`src/rtl/supply_fail_monitor.sv`:
```
module supply_fail_monitor #(
  parameter int unsigned OV_TICKS_LONG  = 448,
  parameter int unsigned OV_TICKS_SHORT = 112,
  parameter int unsigned UV_TICKS_LONG  = 448,
  parameter int unsigned UV_TICKS_SHORT = 224
) (
  input  logic clk,
  input  logic rst_n,
  input  logic uv_i,
  input  logic ov_i,
  input  logic tick_i,
  input  logic long_delay_i,
  input  logic status_clr_i,
  output logic fail_flag_o,
  output logic out_off_o
);

  localparam int unsigned OV_MAX = (OV_TICKS_LONG > OV_TICKS_SHORT) ? OV_TICKS_LONG : OV_TICKS_SHORT;
  localparam int unsigned UV_MAX = (UV_TICKS_LONG > UV_TICKS_SHORT) ? UV_TICKS_LONG : UV_TICKS_SHORT;
  localparam int unsigned MAX_TICKS = (OV_MAX > UV_MAX) ? OV_MAX : UV_MAX;
  localparam int unsigned CNT_W = $clog2(MAX_TICKS + 1);

  logic             fault;
  logic [CNT_W-1:0] limit;
  logic [CNT_W-1:0] cnt_q;
  logic [CNT_W:0]   cnt_inc;
  logic             reach;
  logic             expired_q;
  logic             set_fail;

  assign fault   = uv_i | ov_i;
  assign limit   = ov_i ? (long_delay_i ? CNT_W'(OV_TICKS_LONG) : CNT_W'(OV_TICKS_SHORT))
                        : (long_delay_i ? CNT_W'(UV_TICKS_LONG) : CNT_W'(UV_TICKS_SHORT));
  assign cnt_inc = {1'b0, cnt_q} + 1'b1;
  assign reach   = cnt_inc >= {1'b0, limit};
  assign set_fail = tick_i & fault & (expired_q | reach);

  always_ff @(posedge clk or negedge rst_n) begin
    if (!rst_n) begin
      cnt_q     <= '0;
      expired_q <= 1'b0;
    end else if (!fault) begin
      cnt_q     <= '0;
      expired_q <= 1'b0;
    end else if (tick_i && !expired_q) begin
      if (reach) expired_q <= 1'b1;
      else       cnt_q     <= cnt_inc[CNT_W-1:0];
    end
  end

  always_ff @(posedge clk or negedge rst_n) begin
    if (!rst_n)            fail_flag_o <= 1'b0;
    else if (set_fail)     fail_flag_o <= 1'b1;
    else if (status_clr_i) fail_flag_o <= 1'b0;
  end

  assign out_off_o = expired_q & fault;

  a_r6_flag_with_off: assert property (@(posedge clk) disable iff (!rst_n)
    $rose(out_off_o) |-> fail_flag_o);

  a_r8_flag_sticky: assert property (@(posedge clk) disable iff (!rst_n)
    fail_flag_o && !status_clr_i |=> fail_flag_o);

  a_r8_fall_needs_clear: assert property (@(posedge clk) disable iff (!rst_n)
    $fell(fail_flag_o) |-> $past(status_clr_i));

  a_r2_rise_needs_tick: assert property (@(posedge clk) disable iff (!rst_n)
    $rose(fail_flag_o) |-> $past(tick_i) && $past(uv_i || ov_i));

  a_r9_off_holds: assert property (@(posedge clk) disable iff (!rst_n)
    out_off_o |=> out_off_o || !(uv_i || ov_i));

endmodule

```
`config.mk`:
```
export PLATFORM = sky130hd
export DESIGN_NAME = supply_fail_monitor
export DESIGN_NICKNAME = d
export VERILOG_FILES = /design/src/rtl/supply_fail_monitor.sv
export SDC_FILE = /design/constraint.sdc
export NUM_CORES = 1
export LEC_CHECK = 0
export ABC_CLOCK_PERIOD_IN_PS = 4600
export BUFFER_PORTS_ARGS = -buffer_cell sky130_fd_sc_hd__buf_2
export CAP_MARGIN = 15
export CORE_ASPECT_RATIO = 1.25
export CORE_MARGIN = 2
export CORE_UTILIZATION = 33
export DETAILED_ROUTE_END_ITERATION = 12
export GPL_TIMING_DRIVEN = 0
export SLEW_MARGIN = 30
export SYNTH_ARGS = -nofsm -noshare
export SYNTH_HDL_FRONTEND = slang
export SYNTH_SLANG_ARGS = --single-unit
```
`constraint.sdc`:
```
create_clock -name clk -period 4.6 [get_ports clk]
set_input_delay 0.46 -clock clk [delete_from_list [all_inputs] [get_ports clk]]
set_output_delay 0.46 -clock clk [all_outputs]
set_load 0.005 [all_outputs]
```
# Word-level counts from Yosys, hierarchy flattened
# Index checks and enable logic that the tools add are counted.
dict set report word_totals {
  regBits 11
  output_inout_bits 2
  in_bits 7
  word_cells 29
}
dict set report op_classes {
  eq_ne 3
  bitwise_logic 5
  n_addsub 1
  n_reduce_logical 5
  mux 11
  n_lt_le_gt_ge 1
}
# op n
set ops {}
lappend ops {{two-way mux 9 bit} 6}
lappend ops {{adder 9 x 1 -> 10 bit (second input constant)} 1}
lappend ops {{>= comparator 10 x 9 -> 1 bit} 1}
lappend ops {{two-way mux 1 bit} 5}
lappend ops {{!= test 2 x 1 -> 1 bit (second input constant)} 2}
lappend ops {{AND reduction 2 bit} 2}
lappend ops {{AND 1 bit} 3}
lappend ops {{!= test 2 bit (second input constant)} 1}
lappend ops {{bitwise OR 1 bit} 2}
lappend ops {{nonzero test 2 bit} 1}
lappend ops {{logical AND 1 bit} 1}
lappend ops {{logical NOT 1 bit} 1}

# Logic depth before layout (Yosys ltp)
# Gate-level depths: netlist (run 1).
dict set report depth {
  depth_word 6
  mapped_depth 11
  mapped_depth_nobuf 11
}

# Least setup slack after synthesis (run 1)
# OpenSTA, ideal clock, no wires.
dict set report synth_path {
  path_type {register to register}
  start {reg cnt_q[0]}
  end {reg cnt_q[4]}
  setup_time_ns 0.076
  path_buffers 0
  required_time_ns 4.524
  period_less_slack_ns 2.694
  slack_ns 1.906
  t_arrival_ns 2.618
  path_stages_with_launch 12
  cell_sequence {dfrtp_1 ha_1 nand3_4 nor2_1 nand3_1 xnor2_1 ha_1 a21oi_1 o21ai_1 a211oi_4 or4b_1 o21ai_1}
}
dict set report synth_between {
  elab_chain_len 4
  elab_cells_between_ends 7
  cone_classes {add/sub (1); order compare (1); eq/ne (1); mux (3); reduce/logical (1)}
}
# element line_no
set synth_lines {}
lappend synth_lines {{start, declared} 25} ;# logic [CNT_W-1:0] cnt_q;
lappend synth_lines {{start signal, assigned} 47} ;# else cnt_q <= cnt_inc[CNT_W-1:0];
lappend synth_lines {{adder 9 x 1 -> 10 bit (*)} 34} ;# assign cnt_inc = {1'b0, cnt_q} + 1'b1;
lappend synth_lines {{>= comparator 10 x 9 -> 1 bit / two-way mux 9 bit (equally long branches)} {35, 46}}
lappend synth_lines {{!= test 2 bit (no line) / two-way mux 9 bit (equally long branches)} --}
lappend synth_lines {{AND reduction 2 bit (no line) / two-way mux 9 bit (equally long branches)} --}
# Every way passes the cells marked *; elsewhere a longest branch is shown, timed or not. The select of a mux whose other input is x is not followed.
# A chain may end at the register's enable or synchronous reset.

# Worst setup path in the final report (run 1)
# Ends and elaborated chain as after synthesis.

==> impl_metrics.toml, run 1 <==
[outcome]
status = "finished, final reports clean"

[timing]
setup_tns_ns = 0
final_hold_viol_count = 0
post-route-min-period_ns = 3.055
clock.fmax_mhz = 327.4
grt_setup_unrepaired = "false"
fin_crit_sh_pct = 66.40
worst_slew_pin_slew_ns = 0.5755
final-setup-viol-count = 0
worst_clock_skew_ns = 0.004910
slew_violations = 0
relSlewSlack_pct = 61.37
hold-worst-slack_ns = 0.04830

[placed_design]
dpl.hpwl_mm = 1.205
gp_routability_congestion = 0.7176
place.port_buffers = 8

[global_routing]
gr-usage-all-layers_pct = 11.99
initial_antenna_violation_count = 0
global_route.overflow_total = 0
wire_length_of_the_first_global_routing_pass_mm = 2.642
grt_start_max_net_pins = 12
first_global_vias = 576

[clock_network]
ctsRootBufferMaster = "clkbuf_4"
hold_bufs_inserted_after_cts = 0
post_cts.repair.setup_buffers = 0
cts_buffer_depth = 2
cts_htree_levels = 1
path_clk_slew_ns = 0.08
cts_tree = "done"
clkLatencyLatePin_ns = 0.27
cts_inserted_buffers = 3
cts-resized-gates = 0
clock-sinks = 11

[drt]
drtIter0Drc = 14
via_count = 640
final_antenna_violating_net_count = 0
wire_per_inst_um = 11.27
detail_route.first_pass.iterations = 4
route.detailed.drc = 0
drt-total-wl_mm = 1.488
detail_route.vias_per_cell = 4.848

[worst_setup_path]
worst_setup_path_start_kind = "flip-flop"
cp_max_fo = 9
critical-path-slowest-cell = "or4b_1"
worstPathArrival_ns = 3.25
cpPeakStageDelay_ns = 0.47
critPathRequiredTime_ns = 4.80
critical_path.reg2reg.startpoint = "cnt_q[0]$_DFFE_PN0P_"
critPathCaptureType = "flip-flop"
rr_endpoint = "cnt_q[4]$_DFFE_PN0P_"
crit_path_cell_trace = "ha_1 > nand3_4 > nor2_1 > nand3_1 > xnor2_1 > ha_1 > a21oi_1 > o21ai_1 > a211oi_4 > or4b_1 > o21ai_1"
crit_path_start = "cnt_q[0]$_DFFE_PN0P_"
worst_r2r_path_depth = 11
timing.reg2reg.setup_slack_ns = 1.55
path_class = "flip-flop to flip-flop"

[pwr]
power_density_over_the_cells_nw_per_um2 = 256.3
worst_ir_drop_vdd_v = 0.0001376
cellLeakagePower_nw = 0.3798

[final_layout]
seqCellArea_um2 = 275.3
layout_common_cells = "11 x dfrtp_1, 10 x xnor2_1, 9 x nor2_1, 8 x nand2_1, 8 x buf_2"
most_common_library_cell_in_the_layout_ignoring_fill_and_taps = "dfrtp_1"
fillers = 259
utilization_pct = 38.65
nets = 113
post_synthesis_to_final_layout_area_growth_pct = 13.11
multi_input_comb_area_um2 = 526.8
final_layout_size_suffix_gt1_share_pct = 19.19
insertedDiodeCount = 0

[synthesis]
synth_edf_count = 0
most_common_flop_cell_mapped_by_yosys = "dfrtp_1"
synthesis.area_um2 = 820.8
synth_cell_types = 33
synth_area_per_cell_um2 = 9.434
ys_top_cells_by_area = "dfrtp_1 34%, xnor2_1 11%, ha_1 9.1%"
seq_area_frac_synth_pct = 33.54
synth.yosys.warnings = 0
synth_instances = 87
post-synth-top-area-fraction_pct = 33.54
synth_seq_cells = 11
synth_async_sr_flop_share_pct = 100.0
synthesis.nets = 100
yosys.area.top_type = "dfrtp_1"

[job]
max-cap-violations = 0

[worst_hold_path]
worstHoldPathType = "primary input to async pin"

[die]
fp.coreArea_um2 = 2402
die_x_um = 48.61
chipHeight_um = 59.76
initial_core_util_pct = 34.17
rows = 20
num_io_pins = 9
floorplan.die_area_um2 = 2905
## synthesized netlist by cell type, types with 2 or more instances
cell       count
dfrtp_1       11
xnor2_1       10
nor2_1         9
nand2_1        8
ha_1           6
inv_1          5
a21oi_1        4
nand3_1        4
a2111oi_0      2
a21o_1         2
and2_1         2
nor3_1         2
o21ai_1        2
## logic make-up (layout without fill, tap and decap cells)
kind of cell,count (synthesis),count (layout),synth area share [%]
simple gates,37,37,25.77
fa+ha+maj,6,6,9.146
flops,11,11,33.54
compound gates,17,17,17.53
buf+inv,5,17,2.287
xor+xnor,11,11,11.74
## state kept, by name, indices dropped and copies added (netlist names)
| signal | flops |
|---|---|
| expired_q | 1 |
| cnt_q | 9 |
| fail_flag_o | 1 |
## worst max-delay path by stage
stage / end / slack, ns / cells after the start
floorplan: cnt_q[4]$_DFFE_PN0P_ / 1.91 / 11
global placement: cnt_q[4]$_DFFE_PN0P_ / 1.58 / 11
detailed placement: cnt_q[4]$_DFFE_PN0P_ / 1.54 / 11
CTS: cnt_q[4]$_DFFE_PN0P_ / 1.52 / 11
global route: cnt_q[4]$_DFFE_PN0P_ / 1.24 / 11
finish: cnt_q[4]$_DFFE_PN0P_ / 1.55 / 11
## through the flow
| stage | setup WS (ns) | area, µm² | std cells | power (mW) |
|---|---|---|---|---|
| after CTS | 1.521 | 928.4 | 132 | 0.2403 |
| after global routing | 1.240 | 928.4 | 132 | 0.2536 |
| after global placement | 1.577 | 902.1 | 128 | 0.1726 |
| after floorplan | 1.906 | 820.8 | 87 | 0.1597 |
| after detailed placement | 1.536 | 902.1 | 128 | 0.1736 |
| final | 1.545 | 928.4 | 132 | 0.2380 |
## power breakdown
part	leakage, nW	internal (mW)	switching (mW)
registers	0.151	0.107	0.0162
logic	0.214	0.0224	0.0253
clock network	0.0150	0.0335	0.0339
## routing by layer
layer	vias up	global-route usage (%)	part of all wire, %
met2	15	19.37	48
met1	295	14.64	45
met4	0	8.571	1.8
met3	2	2.000	4.3
met5	-	0	0
li1	328	-	-
## critical path, delay by kind of cell, from the launching register on
| kind | cells | cell delay (ns) |
|---|---|---|
| simple gates | 4 | 0.94 |
| fa+ha+maj | 2 | 0.59 |
| flops | 1 | 0.43 |
| xor+xnor | 1 | 0.15 |
| compound gates | 4 | 0.87 |
## layout make-up
type / instances / area share (%)
repair buffers: 8 / 4.313
multi-input cells: 71 / 56.74
inverters: 5 / 2.022
flip-flops and latches: 11 / 29.65
well taps: 33 / 4.447
clock buffers: 4 / 2.830
No activity file was read; power rests on OpenSTA's default activity.
==> run 2, diff against run 1 <==
--- a/config.mk
+++ b/config.mk
@@ -5,7 +5,8 @@
 export SDC_FILE = /design/constraint.sdc
 export NUM_CORES = 1
 export LEC_CHECK = 0
-export ABC_CLOCK_PERIOD_IN_PS = 4600
+export ABC_AREA = 1
+export ABC_CLOCK_PERIOD_IN_PS = 2800
 export BUFFER_PORTS_ARGS = -buffer_cell sky130_fd_sc_hd__buf_2
 export CAP_MARGIN = 15
 export CORE_ASPECT_RATIO = 1.25
==> constraint.sdc (replaced) <==
create_clock -name clk -period 2.8 [get_ports clk]
set_input_delay 0.28 -clock clk [delete_from_list [all_inputs] [get_ports clk]]
set_output_delay 0.28 -clock clk [all_outputs]
set_load 0.005 [all_outputs]
==> impl_metrics.toml, run 2 <==
[synthesis]
synthMostInstantiatedCell = "nand2_1"
synth_cell_types = 22
post-synth-top-area-fraction_pct = 30.73
synth_instances = 123
yosys-top-cells-count = "27 x nand2_1, 18 x inv_1, 18 x nor2_1"
synth.yosys.warnings = 0
ys_top_cells_by_area = "dfrtp_1 31%, nand2_1 11%, ha_1 8.4%"
synthesis.area_um2 = 895.9
synth_async_sr_flop_share_pct = 100.0
synth_edf_count = 0
most_common_flop_cell_mapped_by_yosys = "dfrtp_1"
yosys.area.top_type = "dfrtp_1"
seq_area_frac_synth_pct = 30.73
synth_area_per_cell_um2 = 7.283
synthesis.nets = 136
synth_seq_cells = 11

[die]
initial_core_util_pct = 34.10
chipHeight_um = 62.26
die_x_um = 50.60
rows = 21
num_io_pins = 9
fp.coreArea_um2 = 2628
floorplan.die_area_um2 = 3150

[worst_setup_path]
critPathRequiredTime_ns = 3.01
crit_path_start = "cnt_q[0]$_DFFE_PN0P_"
path_class = "flip-flop to flip-flop"
critPathCaptureType = "flip-flop"
cpPeakStageDelay_ns = 0.46
crit_path_cell_trace = "ha_1 > nand3_2 > nor2_1 > xor2_1 > inv_1 > ha_1 > a21oi_1 > nand2_1 > inv_2 > nand3_4 > nand2_8 > nand2_2 > nand2_2"
critical_path.reg2reg.startpoint = "cnt_q[0]$_DFFE_PN0P_"
cp_max_fo = 10
worst_setup_path_start_kind = "flip-flop"
critical-path-slowest-cell = "dfrtp_1"
worstPathArrival_ns = 2.57

[timing]
fin_crit_sh_pct = 84.37
clock.fmax_mhz = 423.3
grt_setup_unrepaired = "false"
post-route-min-period_ns = 2.362
final_hold_viol_count = 0
final-setup-viol-count = 0
relSlewSlack_pct = 69.73
setup_tns_ns = 0
worst_clock_skew_ns = 0.001328
worst_slew_pin_slew_ns = 0.4540
slew_violations = 0

[final_layout]
layout_common_cells = "27 x nand2_1, 18 x inv_1, 18 x nor2_1"
layout_top_registers = "cnt_q: 9 flops, expired_q: 1 flops, fail_flag_o: 1 flops"
number_of_flip_flops_under_the_largest_register_name = 9
largest-register = "cnt_q"
nets = 150
insertedDiodeCount = 0
post_synthesis_to_final_layout_area_growth_pct = 13.27
most_common_library_cell_in_the_layout_ignoring_fill_and_taps = "nand2_1"
final_layout_size_suffix_gt1_share_pct = 23.53
final-instance-count-excl-fill = 170

[drt]
detail_route.vias_per_cell = 4.382
wire_per_inst_um = 10.05
drtIter0Drc = 14
route.detailed.drc = 0
detail_route.first_pass.iterations = 2
final_antenna_violating_net_count = 0
via_count = 745
drt-total-wl_mm = 1.708

[worst_hold_path]
worstHoldPathType = "primary input to flip-flop"
hold_path_startpoint = "status_clr_i"

[clock_network]
cts_tree = "done"
clock-sinks = 11
path_clk_slew_ns = 0.07
hold_bufs_inserted_after_cts = 1
ctsRootBufferMaster = "clkbuf_4"
cts-resized-gates = 0
cts_htree_levels = 1
clkLatencyLatePin_ns = 0.27
cts_inserted_buffers = 3
post_cts.repair.setup_buffers = 0
cts_buffer_depth = 2

[placed_design]
placed_cells = 165
dpl.hpwl_mm = 1.383
place.port_buffers = 8
gp_routability_congestion = 0.8486

[global_routing]
grt_use_met2_pct = 21.71
global_route.overflow_total = 0
wire_length_of_the_first_global_routing_pass_mm = 3.174
gr-usage-all-layers_pct = 12.92
initial_antenna_violation_count = 0
grt_start_max_net_pins = 12
grtUsageMet3_pct = 2.163
top_usage_layer = "met2"
first_global_vias = 716
globalRouteMet1Util_pct = 16.67

[pwr]
cellLeakagePower_nw = 0.5435
power_density_over_the_cells_nw_per_um2 = 454.2
worst_ir_drop_vdd_v = 0.0001698

[job]
max-cap-violations = 0

[outcome]
status = "finished, final reports clean"
==> run 2: changes by cell type in the layout (fill, tap and decap cells not counted), sizes merged, moves of 3 or more <==
cell,delta
o21ai,-3
nand2,+31
inv,+15
xnor2,-9
nor2,+10
nand3,+9
==> run 2: layout make-up <==
class / instances / area [µm²]
multi-input combinational: 90 / 524.3
inverter: 21 / 92.59
timing repair buffer: 9 / 50.05
fill: 291 / 1613
sequential: 11 / 275.3
clock buffer: 4 / 26.28
buffer: 1 / 3.754
tap: 34 / 42.54
==> run 2: worst paths after layout <==
| check | endpoint | slack, ns | cells after the start |
|---|---|---|---|
| setup / recovery | cnt_q[5]$_DFFE_PN0P_ | 0.44 | 13 |
| hold / removal | fail_flag_o$_DFFE_PN0P_ | 0.23 | 2 |
| setup reg to reg | cnt_q[5]$_DFFE_PN0P_ | 0.44 | 13 |
| hold reg to reg | fail_flag_o$_DFFE_PN0P_ | 0.55 | 2 |
| max in group asynchronous | cnt_q[7]$_DFFE_PN0P_ | 2.20 | 2 |
| min in group asynchronous | cnt_q[8]$_DFFE_PN0P_ | 0.40 | 2 |
==> run 2: critical path, delay by kind of cell, from the launching register on <==
| family | cells | cell delay [ns] |
|---|---|---|
| simple gates | 7 | 0.75 |
| buf+inv | 2 | 0.14 |
| compound gates | 1 | 0.15 |
| flops | 1 | 0.46 |
| xor+xnor | 1 | 0.23 |
| fa+ha+maj | 2 | 0.57 |
==> run 2: stage by stage <==
stage	power (mW)	worst slack [ns]	cell area, µm²	util [%]	hold WS (ns)
final	0.4609	0.4378	1015	38.62	0.2285
after global routing	0.5020	0.2149	1015	38.62	0.2415
after CTS	0.4689	0.4115	1015	38.62	0.2232
after detailed placement	0.3554	0.4434	978.4	37.24	0.1631
after global placement	0.3492	0.4749	978.4	37.24	0.1596
after floorplan	0.3182	0.7384	895.9	-	-0.01559
==> run 2: cell families after synthesis <==
logic type	after synthesis	synth area share, %
buffers and inverters	22	10.75
DFF	11	30.73
and+or+nand+nor	76	44.13
AOI/OAI and AO/OA	5	3.072
adders and majority gates	6	8.380
xor gates and xnor gates	3	2.933
==> run 2: power breakdown <==
part | internal (mW) | switching (mW)
sequential | 0.182 | 0.0361
combinational | 0.0536 | 0.0795
clock | 0.0552 | 0.0548
==> run 2: routing by layer <==
metal,up-vias,share of wire [%]
met4,0,1.0
met2,6,49
met3,2,2.5
li1,405,-
met5,-,0
met1,332,48
==> run 3, diff against run 2 <==
--- a/config.mk
+++ b/config.mk
@@ -6,7 +6,7 @@
 export NUM_CORES = 1
 export LEC_CHECK = 0
 export ABC_AREA = 1
-export ABC_CLOCK_PERIOD_IN_PS = 2800
+export ABC_CLOCK_PERIOD_IN_PS = 2200
 export BUFFER_PORTS_ARGS = -buffer_cell sky130_fd_sc_hd__buf_2
 export CAP_MARGIN = 15
 export CORE_ASPECT_RATIO = 1.25
==> constraint.sdc (replaced) <==
create_clock -name clk -period 2.2 [get_ports clk]
set_input_delay 0.22 -clock clk [delete_from_list [all_inputs] [get_ports clk]]
set_output_delay 0.22 -clock clk [all_outputs]
set_load 0.005 [all_outputs]
==> impl_metrics.toml, run 3 (synthesis results as in run 2) <==
[pwr]
p_int_mw = 0.4575
power_switching_mw = 0.2791
power.combinational.fraction_pct = 45.1
power_switching_share_pct = 37.89
pwr-share-clk_pct = 19.5
finalPower_mw = 0.7366
power_density_over_the_cells_nw_per_um2 = 547.1
p_seq_share_pct = 35.4
cellLeakagePower_nw = 0.7210
worst_ir_drop_vdd_v = 0.0003288

[global_routing]
top_usage_layer = "met2"
first_global_vias = 897
grt_use_met2_pct = 28.78
globalRouteMet1Util_pct = 20.98
global_route.overflow_total = 0
grt_start_max_net_pins = 12
grtUsageMet3_pct = 2.644
wire_length_of_the_first_global_routing_pass_mm = 4.126
gr-usage-all-layers_pct = 16.87
initial_antenna_violation_count = 0

[timing]
post-route-min-period_ns = 2.329
fin_crit_sh_pct = 105.9
worst_slew_pin_slew_ns = 0.4963
slew_violations = 0
final-setup-viol-count = 11
final_hold_viol_count = 0
postLayoutSetupSlackWorst_ns = -0.1294
grt_setup_unrepaired = "true"
clock.fmax_mhz = 429.3
worst_clock_skew_ns = 0.0006054
relSlewSlack_pct = 66.91

[outcome]
violations = "negative setup slack"
status = "finished with violations"

[clock_network]
clock-sinks = 11
path_clk_slew_ns = 0.07
cts_inserted_buffers = 3
cts_tree = "done"
cts_htree_levels = 1
clkLatencyLatePin_ns = 0.27
cts_buffer_depth = 2
ctsRootBufferMaster = "clkbuf_4"

[final_layout]
nets = 179
post_synthesis_to_final_layout_area_growth_pct = 50.28
finish.instance_area_um2 = 1346
largest-register = "cnt_q"
insertedDiodeCount = 0
final-instance-count-excl-fill = 199
most_common_library_cell_in_the_layout_ignoring_fill_and_taps = "buf_4"
layout_common_cells = "24 x buf_4, 20 x nand2_1, 17 x inv_1, 17 x nor2_1, 15 x nand2_2"
final_layout_size_suffix_gt1_share_pct = 45.45
fillers = 246
layout_top_registers = "cnt_q: 9 flops, expired_q: 1 flops, fail_flag_o: 1 flops"
number_of_flip_flops_under_the_largest_register_name = 9

[job]
max-cap-violations = 0

[drt]
via_count = 949
drtIter0Drc = 18
detail_route.first_pass.iterations = 4
route.detailed.drc = 0
wire_per_inst_um = 13.01
final_antenna_violating_net_count = 0
drt-total-wl_mm = 2.588
detail_route.vias_per_cell = 4.769

[worst_setup_path]
critPathRequiredTime_ns = 2.41
cp_max_fo = 6
critPathCaptureType = "flip-flop"
worstPathArrival_ns = 2.54
path_class = "flip-flop to flip-flop"
worst_setup_path_start_kind = "flip-flop"

[placed_design]
gp_routability_congestion = 0.8486
placed_area_um2 = 978.4
place.port_buffers = 8
dpl.hpwl_mm = 1.383
placed_cells = 165

[worst_hold_path]
worstHoldPathType = "primary input to flip-flop"

[die]
initial_core_util_pct = 34.10
chipHeight_um = 62.26
die_x_um = 50.60
floorplan.die_area_um2 = 3150
fp.coreArea_um2 = 2628
rows = 21
num_io_pins = 9
-- run 3: worst paths after layout --
check,startpoint,end,slack (ns),cells past startpoint
worst max-delay path,cnt_q[5]$_DFFE_PN0P_,cnt_q[6]$_DFFE_PN0P_,-0.13,14
worst min-delay path,status_clr_i,fail_flag_o$_DFFE_PN0P_,0.16,2
worst max register to register,cnt_q[5]$_DFFE_PN0P_,cnt_q[6]$_DFFE_PN0P_,-0.13,14
worst min register to register,fail_flag_o$_DFFE_PN0P_,fail_flag_o$_DFFE_PN0P_,0.55,2
max in group asynchronous,rst_n,cnt_q[0]$_DFFE_PN0P_,1.61,2
min in group asynchronous,rst_n,expired_q$_DFFE_PN0P_,0.35,2
-- run 3: worst max-delay path, cell delays in order (launching register included) --
cell     delay (ns)
dfrtp_1        0.41
nand2_1        0.13
nor2_4         0.13
nand3_2        0.12
nor2_4         0.11
xor2_2         0.18
inv_1          0.08
ha_1           0.32
a21oi_2        0.14
nand2_1        0.07
inv_2          0.11
nand3_4        0.17
nand2_4        0.18
nand2_2        0.07
nand2_2        0.05
-- run 3: power by group through the flow --
stage	Sequential (mW)	Combinational, mW	Clock, mW
floorplan	0.271	0.133	0
global placement	0.281	0.164	0
detailed placement	0.282	0.171	0
CTS	0.252	0.268	0.146
global route	0.265	0.365	0.157
finish	0.261	0.332	0.143
-- run 3: per-stage QoR --
step / TNS [ns] / utilization [%] / hold slack, ns / worst slack [ns]
final: -0.9631 / 51.24 / 0.1610 / -0.1294
after global routing: -2.556 / 51.24 / 0.1818 / -0.2626
after CTS: 0 / 45.33 / 0.1632 / 0.005448
after detailed placement: -1.326 / 37.24 / 0.1031 / -0.1566
after global placement: -1.030 / 37.24 / 0.09955 / -0.1251
after floorplan: 0 / - / -0.07559 / 0.1384
-- run 3: cell type report --
cell class | count | area, µm² | area share [%]
plain buffers | 1 | 3.754 | 0.2788
clock buffers | 4 | 26.28 | 1.952
inverters | 21 | 92.59 | 6.877
multi-input cells | 92 | 640.6 | 47.58
flip-flops and latches | 11 | 276.5 | 20.54
well taps | 34 | 42.54 | 3.160
repair buffers | 36 | 264.0 | 19.61
-- run 3: timing repair --
item	CTS	global route
setup buffers	19	8
pin swaps	6	12
setup endpoints to repair	10	11
hold endpoints to repair	11	0
gates cloned	2	0
gates resized for setup	4	22
hold buffers	1	0
-- run 3: per-layer routing --
metal | up-vias | share of wire (%)
li1 | 465 | -
met1 | 446 | 40
met2 | 28 | 53
met3 | 10 | 4.1
met4 | 0 | 2.3
met5 | - | 0
